## config.mk

```make
export PLATFORM = sky130hd
export DESIGN_NAME = sleep_pwr_ctrl
export DESIGN_NICKNAME = d
export VERILOG_FILES = /design/src/rtl/sleep_pkg.sv /design/src/rtl/sleep_cfg_reg.sv /design/src/rtl/sleep_mode_decode.sv /design/src/rtl/sleep_fsm.sv /design/src/rtl/sleep_pwr_ctrl.sv
export SDC_FILE = /design/constraint.sdc
export NUM_CORES = 1
export LEC_CHECK = 0
export ABC_AREA = 1
export BUFFER_PORTS_ARGS = -buffer_cell sky130_fd_sc_hd__buf_2
export CAP_MARGIN = 15
export CELL_PAD_IN_SITES_DETAIL_PLACEMENT = 1
export CELL_PAD_IN_SITES_GLOBAL_PLACEMENT = 2
export CORE_MARGIN = 3
export CORE_UTILIZATION = 30
export DETAILED_ROUTE_END_ITERATION = 8
export PLACE_DENSITY_LB_ADDON = 0.1
export SYNTH_ARGS = -nofsm -noshare
export SYNTH_HDL_FRONTEND = slang
export SYNTH_SLANG_ARGS = --single-unit
```

## constraint.sdc

```tcl
create_clock -name clk_i -period 2.91 [get_ports clk_i]
set_input_delay 0.291 -clock clk_i [delete_from_list [all_inputs] [get_ports clk_i]]
set_output_delay 0.291 -clock clk_i [all_outputs]
set_load 0.005 [all_outputs]
```

## src/rtl/sleep_pkg.sv

```systemverilog
package sleep_pkg;

  typedef enum logic [2:0] {
    MODE_IDLE  = 3'b000,
    MODE_ADCNR = 3'b001,
    MODE_PDOWN = 3'b010,
    MODE_PSAVE = 3'b011,
    MODE_RSV4  = 3'b100,
    MODE_RSV5  = 3'b101,
    MODE_STBY  = 3'b110,
    MODE_XSTBY = 3'b111
  } mode_e;

  typedef enum logic [1:0] {
    ST_RUN,
    ST_SLEEP,
    ST_STARTUP,
    ST_HALT
  } state_e;

  // start-up source per mode
  typedef enum logic [1:0] {
    SU_NONE,
    SU_SHORT,
    SU_FULL
  } su_e;

  typedef struct packed {
    logic cpu;
    logic io;
    logic adc;
    logic tmr;
    logic osc;
  } dom_t;

  localparam dom_t DOM_ALL  = 5'b11111;
  localparam dom_t DOM_NONE = 5'b00000;

endpackage

```

## src/rtl/sleep_cfg_reg.sv

```systemverilog
module sleep_cfg_reg #(
  parameter int W        = 8,
  parameter int SE_BIT   = 7,
  parameter int MODE_LSB = 4,
  parameter int MODE_W   = 3
) (
  input  logic              clk_i,
  input  logic              rst_ni,
  input  logic              we_i,
  input  logic [W-1:0]      wdata_i,
  output logic [W-1:0]      q_o,
  output logic              se_o,
  output logic [MODE_W-1:0] mode_o
);

  logic [W-1:0] q_q;

  always_ff @(posedge clk_i or negedge rst_ni) begin
    if (!rst_ni)   q_q <= '0;
    else if (we_i) q_q <= wdata_i;
  end

  assign q_o    = q_q;
  assign se_o   = q_q[SE_BIT];
  assign mode_o = q_q[MODE_LSB +: MODE_W];

endmodule

```

## src/rtl/sleep_mode_decode.sv

```systemverilog
module sleep_mode_decode
  import sleep_pkg::*;
(
  input  logic [2:0] mode_i,
  input  logic       xtal_i,
  output logic       valid_o,
  output dom_t       dom_o,
  output su_e        su_o
);

  always_comb begin
    valid_o = 1'b1;
    dom_o   = DOM_NONE;
    su_o    = SU_FULL;
    unique case (mode_e'(mode_i))
      MODE_IDLE: begin
        dom_o = 5'b01111;
        su_o  = SU_NONE;
      end
      MODE_ADCNR: begin
        dom_o = 5'b00111;
        su_o  = SU_NONE;
      end
      MODE_PDOWN: dom_o = 5'b00000;
      MODE_PSAVE: dom_o = 5'b00010;
      MODE_STBY: begin
        dom_o   = 5'b00001;
        su_o    = SU_SHORT;
        valid_o = xtal_i;
      end
      MODE_XSTBY: begin
        dom_o   = 5'b00011;
        su_o    = SU_SHORT;
        valid_o = xtal_i;
      end
      default: valid_o = 1'b0;
    endcase
  end

endmodule

```

## src/rtl/sleep_fsm.sv

```systemverilog
module sleep_fsm
  import sleep_pkg::*;
#(
  parameter int CNT_W       = 16,
  parameter int STBY_CYCLES = 6,
  parameter int HALT_CYCLES = 4
) (
  input  logic             clk_i,
  input  logic             rst_ni,
  input  logic             strobe_i,
  input  logic             se_i,
  input  logic             valid_i,
  input  logic [2:0]       mode_i,
  input  logic             irq_i,
  input  su_e              su_i,
  input  logic [CNT_W-1:0] startup_i,
  output state_e           state_o,
  output logic [2:0]       mode_q_o,
  output logic             wake_done_o
);

  localparam logic [CNT_W-1:0] HALT_LD = CNT_W'(HALT_CYCLES - 1);
  localparam logic [CNT_W-1:0] STBY_LD = CNT_W'(STBY_CYCLES);

  state_e           state_q, state_d;
  logic [CNT_W-1:0] cnt_q, cnt_d;
  logic [2:0]       mode_q, mode_d;
  logic             done_q, done_d;

  always_comb begin
    state_d = state_q;
    cnt_d   = cnt_q;
    mode_d  = mode_q;
    done_d  = 1'b0;
    unique case (state_q)
      ST_RUN: begin
        if (strobe_i && se_i && valid_i) begin
          state_d = ST_SLEEP;
          mode_d  = mode_i;
        end
      end
      ST_SLEEP: begin
        if (irq_i) begin
          unique case (su_i)
            SU_SHORT: begin
              state_d = ST_STARTUP;
              cnt_d   = STBY_LD;
            end
            SU_FULL: begin
              if (startup_i == '0) begin
                state_d = ST_HALT;
                cnt_d   = HALT_LD;
              end else begin
                state_d = ST_STARTUP;
                cnt_d   = startup_i;
              end
            end
            default: begin
              state_d = ST_HALT;
              cnt_d   = HALT_LD;
            end
          endcase
        end
      end
      ST_STARTUP: begin
        if (cnt_q == CNT_W'(1)) begin
          state_d = ST_HALT;
          cnt_d   = HALT_LD;
        end else begin
          cnt_d = cnt_q - CNT_W'(1);
        end
      end
      ST_HALT: begin
        if (cnt_q == '0) begin
          state_d = ST_RUN;
          done_d  = 1'b1;
        end else begin
          cnt_d = cnt_q - CNT_W'(1);
        end
      end
      default: state_d = ST_RUN;
    endcase
  end

  always_ff @(posedge clk_i or negedge rst_ni) begin
    if (!rst_ni) begin
      state_q <= ST_RUN;
      cnt_q   <= '0;
      mode_q  <= '0;
      done_q  <= 1'b0;
    end else begin
      state_q <= state_d;
      cnt_q   <= cnt_d;
      mode_q  <= mode_d;
      done_q  <= done_d;
    end
  end

  assign state_o     = state_q;
  assign mode_q_o    = mode_q;
  assign wake_done_o = done_q;

endmodule

```

## src/rtl/sleep_pwr_ctrl.sv

```systemverilog
module sleep_pwr_ctrl
  import sleep_pkg::*;
#(
  parameter int CNT_W       = 16,
  parameter int STBY_CYCLES = 6,
  parameter int HALT_CYCLES = 4
) (
  input  logic             clk_i,
  input  logic             rst_ni,
  input  logic             cfg_we_i,
  input  logic [7:0]       cfg_wdata_i,
  output logic [7:0]       cfg_rdata_o,
  input  logic             sleep_strobe_i,
  input  logic             xtal_sel_i,
  input  logic             irq_wake_i,
  input  logic [CNT_W-1:0] startup_cycles_i,
  output logic             halt_o,
  output logic             clk_cpu_en_o,
  output logic             clk_io_en_o,
  output logic             clk_adc_en_o,
  output logic             clk_tmr_en_o,
  output logic             osc_en_o,
  output logic             wake_done_o
);

  logic       se;
  logic [2:0] mode_cfg, mode_held;
  logic       entry_valid, held_valid;
  dom_t       entry_dom, held_dom, dom;
  su_e        entry_su, held_su;
  state_e     state;

  sleep_cfg_reg #(.W(8), .SE_BIT(7), .MODE_LSB(4), .MODE_W(3)) u_reg (
    .clk_i   (clk_i),
    .rst_ni  (rst_ni),
    .we_i    (cfg_we_i),
    .wdata_i (cfg_wdata_i),
    .q_o     (cfg_rdata_o),
    .se_o    (se),
    .mode_o  (mode_cfg)
  );

  // legality check of the programmed mode at entry
  sleep_mode_decode u_dec_entry (
    .mode_i  (mode_cfg),
    .xtal_i  (xtal_sel_i),
    .valid_o (entry_valid),
    .dom_o   (entry_dom),
    .su_o    (entry_su)
  );

  // domains and start-up source of the mode latched at entry
  sleep_mode_decode u_dec_held (
    .mode_i  (mode_held),
    .xtal_i  (1'b1),
    .valid_o (held_valid),
    .dom_o   (held_dom),
    .su_o    (held_su)
  );

  sleep_fsm #(
    .CNT_W       (CNT_W),
    .STBY_CYCLES (STBY_CYCLES),
    .HALT_CYCLES (HALT_CYCLES)
  ) u_fsm (
    .clk_i       (clk_i),
    .rst_ni      (rst_ni),
    .strobe_i    (sleep_strobe_i),
    .se_i        (se),
    .valid_i     (entry_valid),
    .mode_i      (mode_cfg),
    .irq_i       (irq_wake_i),
    .su_i        (held_su),
    .startup_i   (startup_cycles_i),
    .state_o     (state),
    .mode_q_o    (mode_held),
    .wake_done_o (wake_done_o)
  );

  always_comb begin
    unique case (state)
      ST_SLEEP:   dom = held_dom;
      ST_STARTUP: dom = held_dom | dom_t'(5'b00001);
      default:    dom = DOM_ALL;
    endcase
  end

  assign halt_o       = (state != ST_RUN);
  assign clk_cpu_en_o = dom.cpu;
  assign clk_io_en_o  = dom.io;
  assign clk_adc_en_o = dom.adc;
  assign clk_tmr_en_o = dom.tmr;
  assign osc_en_o     = dom.osc;

  logic unused;
  assign unused = held_valid ^ (^entry_dom) ^ (^entry_su);

endmodule

```

==> flow_summary_export.csv <==
group,metric,value,unit
outcome,status,"complete, no violations",
sta,worst_slew_pin_slew,0.727,ns
final_layout,fin_nets,376,
synthesis,synth_warnings,0,
drt,ant_nets,0,
power_and_ir_drop,p_sw_share,48.8,%
sta,rsz0062_at_grt,"false",
synthesis,syn_avg_cell_area,7.18,µm²
sta,hold_slack,0.0571,ns
global_routing,grt_pass1_wl,11000,µm
setup_path,crit_chain,"inv_1, nand2_1, inv_1, nor2_2, o21ai_0, buf_2",
setup_path,path_buf_inv,3,
drt,wl_per_cell,14.6,µm
global_routing,first_global_vias,2269,
clock_tree,cts_buffers,5,
final_layout,fin_util,37.3,%
placement,place_area,0.00241,mm²
final_layout,mostFrequentLayoutCell,"nand2_1",
clock_tree,clockRootBuffer,"clkbuf_8",
clock_tree,cts_buffer_depth,2,
setup_path,critPathRequiredTime,2.62,ns
power_and_ir_drop,seq_power_share,25.4,%
synthesis,synthCells,296,
floorplanning,die_w,90.2,µm
floorplanning,io_pins,45,
drt,wl,6390,µm
clock_tree,cts.repair.resized,0,
synthesis,synth_cell_types,33,
run,drv_cap,0,
setup_path,r2r_setup_slack,0.78,ns
final_layout,fin_area,0.00255,mm²
setup_path,crit_path_frequent_cell,"inv_1",
global_routing,track_usage,16.7,%
final_layout,syn2layout_area_growth,20.0,%
sta,fin_ws,0.737,ns
placement,place_congestion,0.794,
setup_path,cp.arrival,1.88,ns
setup_path,cp_max_fo,15,
power_and_ir_drop,combPwrFrac,57.0,%
synthesis,synth_area_leaders,"dfrtp_1 35%, nand2_1 14%, nor2_1 11%, nand3_1 6.4%, mux2_2 4.2%",
synthesis,ys_seq_area_share,35.3,%
power_and_ir_drop,p_per_area,1200,mW/mm²
setup_path,crit_slowest_cell,"nor2_2",
drt,drt_iter0_markers,53,
setup_path,crit_family,"simple AND/OR/NAND/NOR gates",
power_and_ir_drop,ir_worst_vdd,383,µV
setup_path,slowest_delay,0.55,ns
drt,vias_per_cell,4.66,
setup_path,crit_path_end_kind,"output pin",
sta,period_needed,2.17,ns
placement,place_hpwl,4990,µm
clock_tree,clk_pin_slew,0.08,ns
setup_path,crit_type,"reg -> out",
sta,hold_viol,0,
synthesis,synth_top_area_share,35.3,%
drt,drc,0,
sta,slew_viol_final,0,
final_layout,drive_gt1_share,23.5,%
global_routing,grt_antenna_before_repair,0,
sta,fin_tns_setup,0,ns
synthesis,ys_ff_latch,30,
clock_tree,clock-sinks,30,
synthesis,yosysTopAreaCell,"dfrtp_1",
clock_tree,hold_buffers,0,
drt,dr.pass1.iters,4,
synthesis,netlist_area,0.00213,mm²
final_layout,mostFrequentLayoutCells,"79 x nand2_1, 62 x nor2_1, 44 x buf_2, 30 x dfrtp_1, 27 x nand3_1",
global_routing,grt_max_degree,31,
sta,finalSetupViolCount,0,
sta,finClkSkew,0.00791,ns
power_and_ir_drop,p_int,1.57,mW
clock_tree,clkLatencyLatePin,0.29,ns
sta,max_freq,0.460,GHz
power_and_ir_drop,p_sw,1.50,mW
power_and_ir_drop,p_clk_share,17.6,%
setup_path,cp-start-kind,"flip-flop",
placement,io_buffer_count,44,
synthesis,syn_nets,332,
clock_tree,cts_max_level,2,
sta,period_share,74.7,%
placement,post-place-ws,0.806,ns
final_layout,insertedDiodeCount,0,
clock_tree,cts_tree,"done",
global_routing,grt.overflow.total,0,
drt,via_count,2037,
floorplanning,std_cell_rows,30,
power_and_ir_drop,leakage,1.27,nW
floorplanning,die-area,0.00813,mm²
floorplanning,core_area,0.00683,mm²
sta,max_slew_margin,51.5,%
floorplanning,dieHeight,90.2,µm
hold_path,hold_class,"in -> async",
floorplanning,start_util,31.1,%
clock_tree,postCtsSetupBuffers,0,
logic make-up (layout without fill, tap and decap cells):
| family | after synthesis | in the layout | share of synthesized area (%) |
|---|---|---|---|
| buf+inv | 31 | 76 | 7.06 |
| simple gates | 187 | 187 | 39.1 |
| mux | 8 | 8 | 4.24 |
| xor+xnor | 6 | 6 | 2.47 |
| flops | 30 | 30 | 35.3 |
| compound gates | 28 | 28 | 8.30 |
| fa+ha+maj | 6 | 6 | 3.53 |
Yosys cell counts (all sizes together):
master / number
nand3: 28
nor2: 68
xnor2: 4
xor2: 2
dfrtp: 30
o21a: 1
nand3b: 1
ha: 6
nand2: 84
o211ai: 1
clkbuf: 1
a21oi: 15
inv: 24
o22ai: 1
mux2: 8
o21ai: 10
buf: 6
nand4: 3
nor3: 3
final timing paths:
path                                   startpoint             end  depth (start not counted)
max in group asynchronous                  rst_ni    u_reg.q_o[7]                          1
min in group clk_i                 cfg_wdata_i[4]    u_reg.q_o[4]                          2
worst max register to register   u_fsm.state_o[0]  u_fsm.cnt_q[2]                          7
worst min-delay path                       rst_ni  u_fsm.cnt_q[6]                          1
worst max-delay path            u_fsm.mode_q_o[1]        osc_en_o                          6
worst min register to register       u_reg.q_o[3]    u_reg.q_o[3]                          1
per-layer routing:
metal	share of wire [%]	track usage [%]
met5	0	0
met2	48	28.9
met1	45	20.7
met3	5.3	3.68
met4	1.6	5.23
power groups by stage:
stage	Combinational (mW)	Sequential [mW]	Clock, mW
after CTS	1.80	0.783	0.558
after global routing	2.04	0.812	0.578
after detailed placement	1.78	0.792	0
final	1.75	0.779	0.541
after global placement	1.75	0.785	0
after floorplan	1.40	0.735	0
per-stage QoR:
| stage | std cells | total power [mW] |
|---|---|---|
| 6_report | 437 | 3.07 |
| 5_1_grt | 437 | 3.43 |
| 4_1_cts | 437 | 3.14 |
| 3_5_place_dp | 429 | 2.58 |
| 3_3_place_gp | 429 | 2.54 |
| 2_1_floorplan | 296 | 2.14 |
registers in the layout, indices dropped and copies added, names as in the netlist:
register and count:
u_reg.q_o 8, u_fsm.cnt_q 16, u_fsm.state_o 2, u_fsm.mode_q_o 3
u_fsm.wake_done_o 1
layout make-up:
type,count,area (µm²)
Multi-Input combinational cell,235,1220
Inverter,24,92.6
Tap cell,96,120
Clock buffer,6,82.6
Sequential cell,30,751
Clock inverter,2,60.1
Timing Repair Buffer,44,220
Fill cell,900,4280
No activity file was read; power rests on OpenSTA's default activity.
